<file path="src/rtl/minmax_pkg.sv">
package minmax_pkg;
   localparam int COND_W = 4;

   typedef struct packed {
      logic max_sel;
      logic signed_sel;
      logic half_sel;
   } mm_mode_t;

   localparam int CMP_RELATIONAL = 0;
   localparam int CMP_BORROW     = 1;
endpackage

</file>
<file path="src/rtl/minmax_prep.sv">
module minmax_prep #(
   parameter int XLEN = 64
) (
   input  logic [XLEN-1:0] raw,
   input  logic            half_sel,
   input  logic            signed_sel,
   output logic [XLEN-1:0] prepared
);
   localparam int HALF = XLEN / 2;

   initial begin
      if (XLEN < 2 || (XLEN % 2) != 0)
         $error("minmax_prep: XLEN must be even and at least 2");
   end

   logic [XLEN-1:0] placed;

   always_comb begin
      if (half_sel)
         placed = {raw[HALF-1:0], {HALF{1'b0}}};
      else
         placed = raw;
      prepared = placed;
      prepared[XLEN-1] = placed[XLEN-1] ^ signed_sel;
   end

   always_comb begin
      if (half_sel)
         AST_HALF_LOW_ZERO: assert (prepared[HALF-1:0] == '0);
   end
endmodule

</file>
<file path="src/rtl/minmax_ucmp.sv">
module minmax_ucmp #(
   parameter int XLEN = 64,
   parameter int IMPL = minmax_pkg::CMP_RELATIONAL
) (
   input  logic [XLEN-1:0] x,
   input  logic [XLEN-1:0] y,
   output logic            lt,
   output logic            eq
);
   initial begin
      if (IMPL != minmax_pkg::CMP_RELATIONAL && IMPL != minmax_pkg::CMP_BORROW)
         $error("minmax_ucmp: unknown IMPL");
   end

   generate
      if (IMPL == minmax_pkg::CMP_BORROW) begin : g_borrow
         logic [XLEN:0] diff;
         always_comb begin
            diff = {1'b0, x} - {1'b0, y};
            lt   = diff[XLEN];
         end
      end else begin : g_rel
         always_comb lt = (x < y);
      end
   endgenerate

   always_comb eq = (x == y);

   always_comb begin
      AST_LT_EQ_EXCL: assert (!(lt && eq));
   end
endmodule

</file>
<file path="src/rtl/minmax_cond.sv">
module minmax_cond (
   input  logic       cmp_lt,
   input  logic       cmp_eq,
   input  logic       max_sel,
   input  logic       so_in,
   output logic       pick_first,
   output logic [3:0] cond_new
);
   logic orig_lt, orig_gt;

   always_comb begin
      pick_first = cmp_lt;
      if (max_sel) begin
         orig_gt = cmp_lt;
         orig_lt = !cmp_lt && !cmp_eq;
      end else begin
         orig_lt = cmp_lt;
         orig_gt = !cmp_lt && !cmp_eq;
      end
      cond_new = {orig_lt, orig_gt, cmp_eq, so_in};
   end

   always_comb begin
      AST_COND_ONE_HOT: assert ($countones(cond_new[3:1]) == 1);
   end
endmodule

</file>
<file path="src/rtl/minmax_unit.sv">
module minmax_unit #(
   parameter int XLEN     = 64,
   parameter bit REG_OUT  = 1'b1,
   parameter int CMP_IMPL = minmax_pkg::CMP_RELATIONAL
) (
   input  logic            clk,
   input  logic            rst_n,
   input  logic            in_valid,
   input  logic [2:0]      mode,
   input  logic            rec_en,
   input  logic            ra_zero,
   input  logic            so_in,
   input  logic [XLEN-1:0] opa,
   input  logic [XLEN-1:0] opb,
   output logic            out_valid,
   output logic [XLEN-1:0] result,
   output logic [3:0]      cond
);
   import minmax_pkg::*;

   initial begin
      if (XLEN < 2 || (XLEN % 2) != 0)
         $error("minmax_unit: XLEN must be even and at least 2");
   end

   mm_mode_t        md;
   logic [XLEN-1:0] opa_eff;
   logic [XLEN-1:0] prep_a, prep_b;
   logic [XLEN-1:0] cmp_x, cmp_y;
   logic            cmp_lt, cmp_eq, pick_first;
   logic [3:0]      cond_new;
   logic [XLEN-1:0] sel_comb;
   logic            cond_upd;
   logic [3:0]      cond_q;

   always_comb begin
      md      = mm_mode_t'(mode);
      opa_eff = ra_zero ? '0 : opa;
   end

   minmax_prep #(.XLEN(XLEN)) i_prep_a (
      .raw(opa_eff), .half_sel(md.half_sel), .signed_sel(md.signed_sel), .prepared(prep_a));
   minmax_prep #(.XLEN(XLEN)) i_prep_b (
      .raw(opb), .half_sel(md.half_sel), .signed_sel(md.signed_sel), .prepared(prep_b));

   always_comb begin
      cmp_x = md.max_sel ? prep_b : prep_a;
      cmp_y = md.max_sel ? prep_a : prep_b;
   end

   minmax_ucmp #(.XLEN(XLEN), .IMPL(CMP_IMPL)) i_cmp (
      .x(cmp_x), .y(cmp_y), .lt(cmp_lt), .eq(cmp_eq));

   minmax_cond i_cond (
      .cmp_lt(cmp_lt), .cmp_eq(cmp_eq), .max_sel(md.max_sel), .so_in(so_in),
      .pick_first(pick_first), .cond_new(cond_new));

   always_comb begin
      sel_comb = pick_first ? opa_eff : opb;
      cond_upd = in_valid && rec_en;
   end

   always_ff @(posedge clk) begin
      if (!rst_n)
         cond_q <= '0;
      else if (cond_upd)
         cond_q <= cond_new;
   end

   generate
      if (REG_OUT) begin : g_reg
         logic            vld_q;
         logic [XLEN-1:0] res_q;

         always_ff @(posedge clk) begin
            if (!rst_n) begin
               vld_q <= 1'b0;
               res_q <= '0;
            end else begin
               vld_q <= in_valid;
               if (in_valid)
                  res_q <= sel_comb;
            end
         end

         always_comb begin
            out_valid = vld_q;
            result    = res_q;
            cond      = cond_q;
         end

         AST_VALID_LATENCY: assert property (@(posedge clk) disable iff (!rst_n)
            in_valid |=> out_valid);
         AST_IDLE_NO_VALID: assert property (@(posedge clk) disable iff (!rst_n)
            !in_valid |=> !out_valid);
         AST_COND_HOLD: assert property (@(posedge clk) disable iff (!rst_n)
            !(in_valid && rec_en) |=> $stable(cond));
         AST_COND_SO_COPY: assert property (@(posedge clk) disable iff (!rst_n)
            (in_valid && rec_en) |=> (cond[0] == $past(so_in)));
         AST_RESULT_IS_SOURCE: assert property (@(posedge clk) disable iff (!rst_n)
            in_valid |=> (result == $past(opa_eff) || result == $past(opb)));
      end else begin : g_comb
         always_comb begin
            out_valid = in_valid;
            result    = sel_comb;
            cond      = cond_upd ? cond_new : cond_q;
         end

         AST_COND_HOLD_COMB: assert property (@(posedge clk) disable iff (!rst_n)
            !(in_valid && rec_en) |=> $stable(cond_q));
         AST_RESULT_IS_SOURCE_COMB: assert property (@(posedge clk) disable iff (!rst_n)
            in_valid |-> (result == opa_eff || result == opb));
      end
   endgenerate
endmodule

</file>
<file path="config.mk">
export PLATFORM = sky130hd
export DESIGN_NAME = minmax_unit
export DESIGN_NICKNAME = d
export VERILOG_FILES = /design/src/rtl/minmax_pkg.sv /design/src/rtl/minmax_prep.sv /design/src/rtl/minmax_ucmp.sv /design/src/rtl/minmax_cond.sv /design/src/rtl/minmax_unit.sv
export SDC_FILE = /design/constraint.sdc
export NUM_CORES = 1
export LEC_CHECK = 0
export ABC_CLOCK_PERIOD_IN_PS = 10000
export BUFFER_PORTS_ARGS = -buffer_cell sky130_fd_sc_hd__buf_4
export CAP_MARGIN = 15
export CORE_ASPECT_RATIO = 1.25
export CORE_MARGIN = 1
export CORE_UTILIZATION = 59
export DETAILED_ROUTE_END_ITERATION = 12
export PLACE_DENSITY = 0.89
export SYNTH_ARGS = -nofsm -noshare
export SYNTH_HDL_FRONTEND = slang
export SYNTH_SLANG_ARGS = --single-unit
</file>
<file path="constraint.sdc">
create_clock -name clk -period 10 [get_ports clk]
set_clock_uncertainty 0.1 [all_clocks]
set_input_delay 2 -clock clk [delete_from_list [all_inputs] [get_ports clk]]
set_output_delay 2 -clock clk [all_outputs]
set_load 0.05 [all_outputs]
</file>
Word level (Yosys, flattened, before mapping)
Cells that the tools add are included.
- muxes and demuxes: 8
- equal/unequal tests: 1
- $lt $le $gt $ge: 1
- bitwise logic cells: 2
- reduce and logical (&&, ||, !) cells: 4
- operators with widths (cell ; number):
    $mux 64 ; 6
    $eq 64x64->1 ; 1
    $lt 64x64->1 ; 1
    $logic_and 1x1->1 ; 2
    $logic_not 1->1 ; 2
    $mux 1 ; 2
    $xor 1x1->1 ; 2
- input bits: 137
- register bits after elaboration: 69
- word-level logic and storage cells: 19

Longest topological paths before layout
- depth after elaboration: 8
- mapped depth: 18
- gate-level depth less buffers: 14

Hierarchy
A second synthesis with hierarchy kept.
- cell total of the unflattened synthesis: 979
- area, all modules: 9162.5 um^2
- by module, submodules not included (module ; seq. area each (um^2) ; instances ; area each (um^2) ; cells each):
    minmax_unit ; 1381.3 ; 1 ; 5900.7 ; 594
    minmax_ucmp ; 0.0 ; 1 ; 1689.1 ; 233
    minmax_prep ; 0.0 ; 2 ; 754.5 ; 72
    minmax_cond ; 0.0 ; 1 ; 63.8 ; 8

Least setup slack after synthesis
No wires, ideal clock.
- kind: input -> register
- start point: input mode[2]
- end point: register g_reg.res_q[34], in the netlist result[34]
- path buffers: 6
- arrival: 5.288 ns
- cell stages on the path: 17
- data required time: 9.830 ns
- setup slack: 4.542 ns
- path through: clkbuf_1 > buf_1 > clkbuf_1 > nor2_1 > a21oi_1 > nor2_1 > ha_1 > a21o_1 > a221o_1 > a221oi_2 > o21ai_1 > or3_1 > buf_4 > buf_6 > buf_6 > o31a_1 > a21oi_1
- word-level cells in the longest chain between the ends: 3
- elaborated cells between the ends (all ways): 4
- those cells by class: order compare (1); mux (3)
- ends and longest elaborated chain (element ; RTL line ; source):
    start: declaration ; minmax_unit.sv:9 ; input logic [2:0] mode,
    $mux 64, on equally long branches ; minmax_unit.sv:47, minmax_unit.sv:48 ;
    $lt 64x64->1 (*) ; minmax_ucmp.sv:23 ; always_comb lt = (x < y);
    $mux 64 (*) ; minmax_unit.sv:59 ; sel_comb = pick_first ? opa_eff : opb;
    end signal: assignment ; minmax_unit.sv:82 ; res_q <= sel_comb;
    end: declaration ; minmax_unit.sv:73 ; logic [XLEN-1:0] res_q;
Every way passes the cells marked *; elsewhere a longest branch is shown, timed or not.
A chain may end at the register's enable or synchronous reset.

Final worst setup path
- start point: input mode[2]
- end point: register g_reg.res_q[31], in the netlist result[31]
The elaborated chain is that of the path after synthesis.

==> impl_metrics.ini <==
[run_status]
outcome = complete, no violations

[critical_path]
worst_path_largest_cell_delay_ps = 730
critPathCaptureType = flip-flop
r2r-start = result[59]$_SDFFE_PN0P_
crit_start = mode[2]
slowest_stage = inv_1
r2r_slack_ps = 9190
path_depth = 14
path_cells = buf_4 -> inv_1 -> buf_4 -> nor2_1 -> a31oi_1 -> ha_1 -> nand4_1 -> nor4_1 -> nand4_1 -> nor2_1 -> a22o_4 -> buf_16 -> o31a_1 -> a21oi_1
arrival_ps = 6800
worstPathRequired_ps = 10130
critPathTopFamily = buffers and inverters
crit_fanout = 99
critPathBufInv = 4
critical_path_class = in -> reg
cp-start-kind = input port
reg2regPathDepth = 2
timing.rr.end = result[59]$_SDFFE_PN0P_

[grt]
antenna_found_initial = 0
grt_pass1_wl_mm = 38.7
grt_pass1_vias = 8086
grt_max_degree = 133
grt_overflow = 0
gr-usage-all-layers_pct = 35.9

[yosys]
synth.most_common_cell = o21ai_0
syn_area_per_cell_um2 = 7.02
synth_edf_count = 0
syn_area_um2 = 7670
synth_cell_types = 39
syn_nets = 1293
synth_sequential_area_ratio_pct = 18.0
ys.flop_type = dfxtp_1
async_reset_ff_share_pct = 0
synthCells = 1092
netlist_top_cells_area = dfxtp_1 18%, ha_1 10%, o21ai_0 10%
synthTopCellsByCount = 155 x o21ai_0, 119 x a21oi_1, 112 x nor2_1, 92 x clkbuf_1, 69 x dfxtp_1
yosys_register_bits = 69
yosysTopAreaCell = dfxtp_1
yosys.area.top_type_share_pct = 18.0
yosys_warnings = 0

[timing]
tightest_slew_ps = 1210
fin_setup_tns_ps = 0
finalCritPeriodShare_pct = 66.7
setup_viol = 0
rsz0062_at_grt = false
slew_violations = 0
slew_headroom_pct = 19.4
fmax_mhz = 150
hold_viol = 0
fin_crit_ps = 6670

[route]
drtPass1Iterations = 6
wl_per_cell_um = 18.0
route.vias.total = 8705
ant_nets = 0
drt_iter0_markers = 533
wl_mm = 24.8
vias_per_cell = 6.30
drc_errors = 0

[clocking]
numCtsBuffers = 9
insertion_delay_ps = 340
htreeDepth = 3
cts_resized = 0
cts_hold_buf = 0
ctsRootBufferMaster = clkbuf_16
clock-sinks = 69
cts_max_path_buffers = 2
post_cts_buffers = 0
clkTransAtPathRegs_ps = 60
cts_tree = built

[placement]
place_congestion = 0.905
io_buffers = 205
place_hpwl_mm = 16.7
postPlaceCellArea_um2 = 9030

[die]
coreArea_um2 = 12700
rows = 46
die_width_um = 104
dieArea_um2 = 13500
io_pins = 206
start_util_pct = 60.6
die_h_um = 129

[layout]
nFillCells = 1035
final_nets = 1410
syn_to_final_growth_pct = 22.9
finalInstanceArea_um2 = 9420
diodes = 0
drive_above_1_share_pct = 27.3

[worst_hold_path]
worstHoldEndpoint = result[27]$_SDFFE_PN0P_
hold_depth = 2
hp-start = result[27]$_SDFFE_PN0P_
hold_path_class = reg -> reg

[power]
power_density_nw_per_um2 = 128
ir_drop_v = 0.0000754
p_leak_nw = 3.98

[run]
cap_violations = 0
## sequential cells by signal, summed over array words and instances, names as in the netlist
register,count
cond,4
out_valid,1
result,64
## how the worst max path moves through the flow
stage,endpoint
2_1_floorplan,result[34]$_SDFFE_PN0P_
5_1_grt,result[59]$_SDFFE_PN0P_
3_3_place_gp,result[63]$_SDFFE_PN0P_
3_5_place_dp,result[59]$_SDFFE_PN0P_
4_1_cts,result[59]$_SDFFE_PN0P_
6_report,result[31]$_SDFFE_PN0P_
## kinds of logic (layout without fill, tap and decap cells)
family                   count (synthesis)  after routing  share of synthesized area [%]
AO/OA/AOI/OAI                          405            405                           31.4
XOR/XNOR                                 2              2                          0.229
adder cells (fa/ha/maj)                 64             64                           10.4
buffers and inverters                  107            229                           5.63
flip-flops                              69             69                           18.0
multiplexers                            66             66                           9.12
AND/OR/NAND/NOR                        379            379                           25.2
## stage by stage
step           setup slack, ps  utilization, %  hold slack, ps  power [mW]  std cells
3_5_place_dp              2910            71.3             414       0.825       1364
6_report                  3330            74.4             428        1.21       1382
4_1_cts                   3260            74.0             431        1.19       1380
2_1_floorplan             4540               -             643       0.685       1092
3_3_place_gp              3110            71.3             405       0.815       1364
5_1_grt                   2940            74.4             462        1.27       1382
## worst min-delay path: stages (launching register included)
cell and delay, ps:
dfxtp_1 320, o21ai_0 70, a21oi_1 100
## cell usage in the layout, fill, tap and decap left out, types with 3 or more instances in the layout
cell type	count
nand4_1	12
a31o_2	9
a21o_1	3
inv_1	3
or2_2	62
and2_1	3
a31oi_1	32
dfxtp_1	69
o31a_1	65
clkbuf_16	9
nand3_1	28
a21oi_1	119
nand2_1	52
o21ai_0	155
o21ai_1	9
nand2b_1	65
nor2_1	112
mux2i_1	35
ha_1	64
buf_4	208
mux2_2	31
clkinvlp_4	3
nor2b_1	35
nor4_1	3
a221oi_1	4
## layout make-up
cell class,instances,area [um^2],area share (%)
clock buffers,11,253,2.68
clock inverters,5,82.6,0.876
inverters,3,11.3,0.120
multi-input cells,916,5870,62.3
flip-flops and latches,69,1380,14.7
well taps,168,210,2.23
repair buffers,210,1620,17.2
## where the power goes
| group | internal (mW) | leakage, nW | total [mW] | switching (mW) |
|---|---|---|---|---|
| combinational | 0.202 | 3.26 | 0.526 | 0.324 |
| clock | 0.232 | 0.154 | 0.366 | 0.133 |
| sequential | 0.301 | 0.572 | 0.314 | 0.0135 |
| total | 0.735 | 3.98 | 1.21 | 0.471 |
## per-layer routing
layer	vias to the layer above	wire (um)	track usage [%]
met3	119	1770	6.84
met1	3998	8810	37.6
met4	0	1980	30.0
met5	-	0	0
met2	419	12300	63.1
li1	4169	-	-
(Power assumes the default switching activity.)
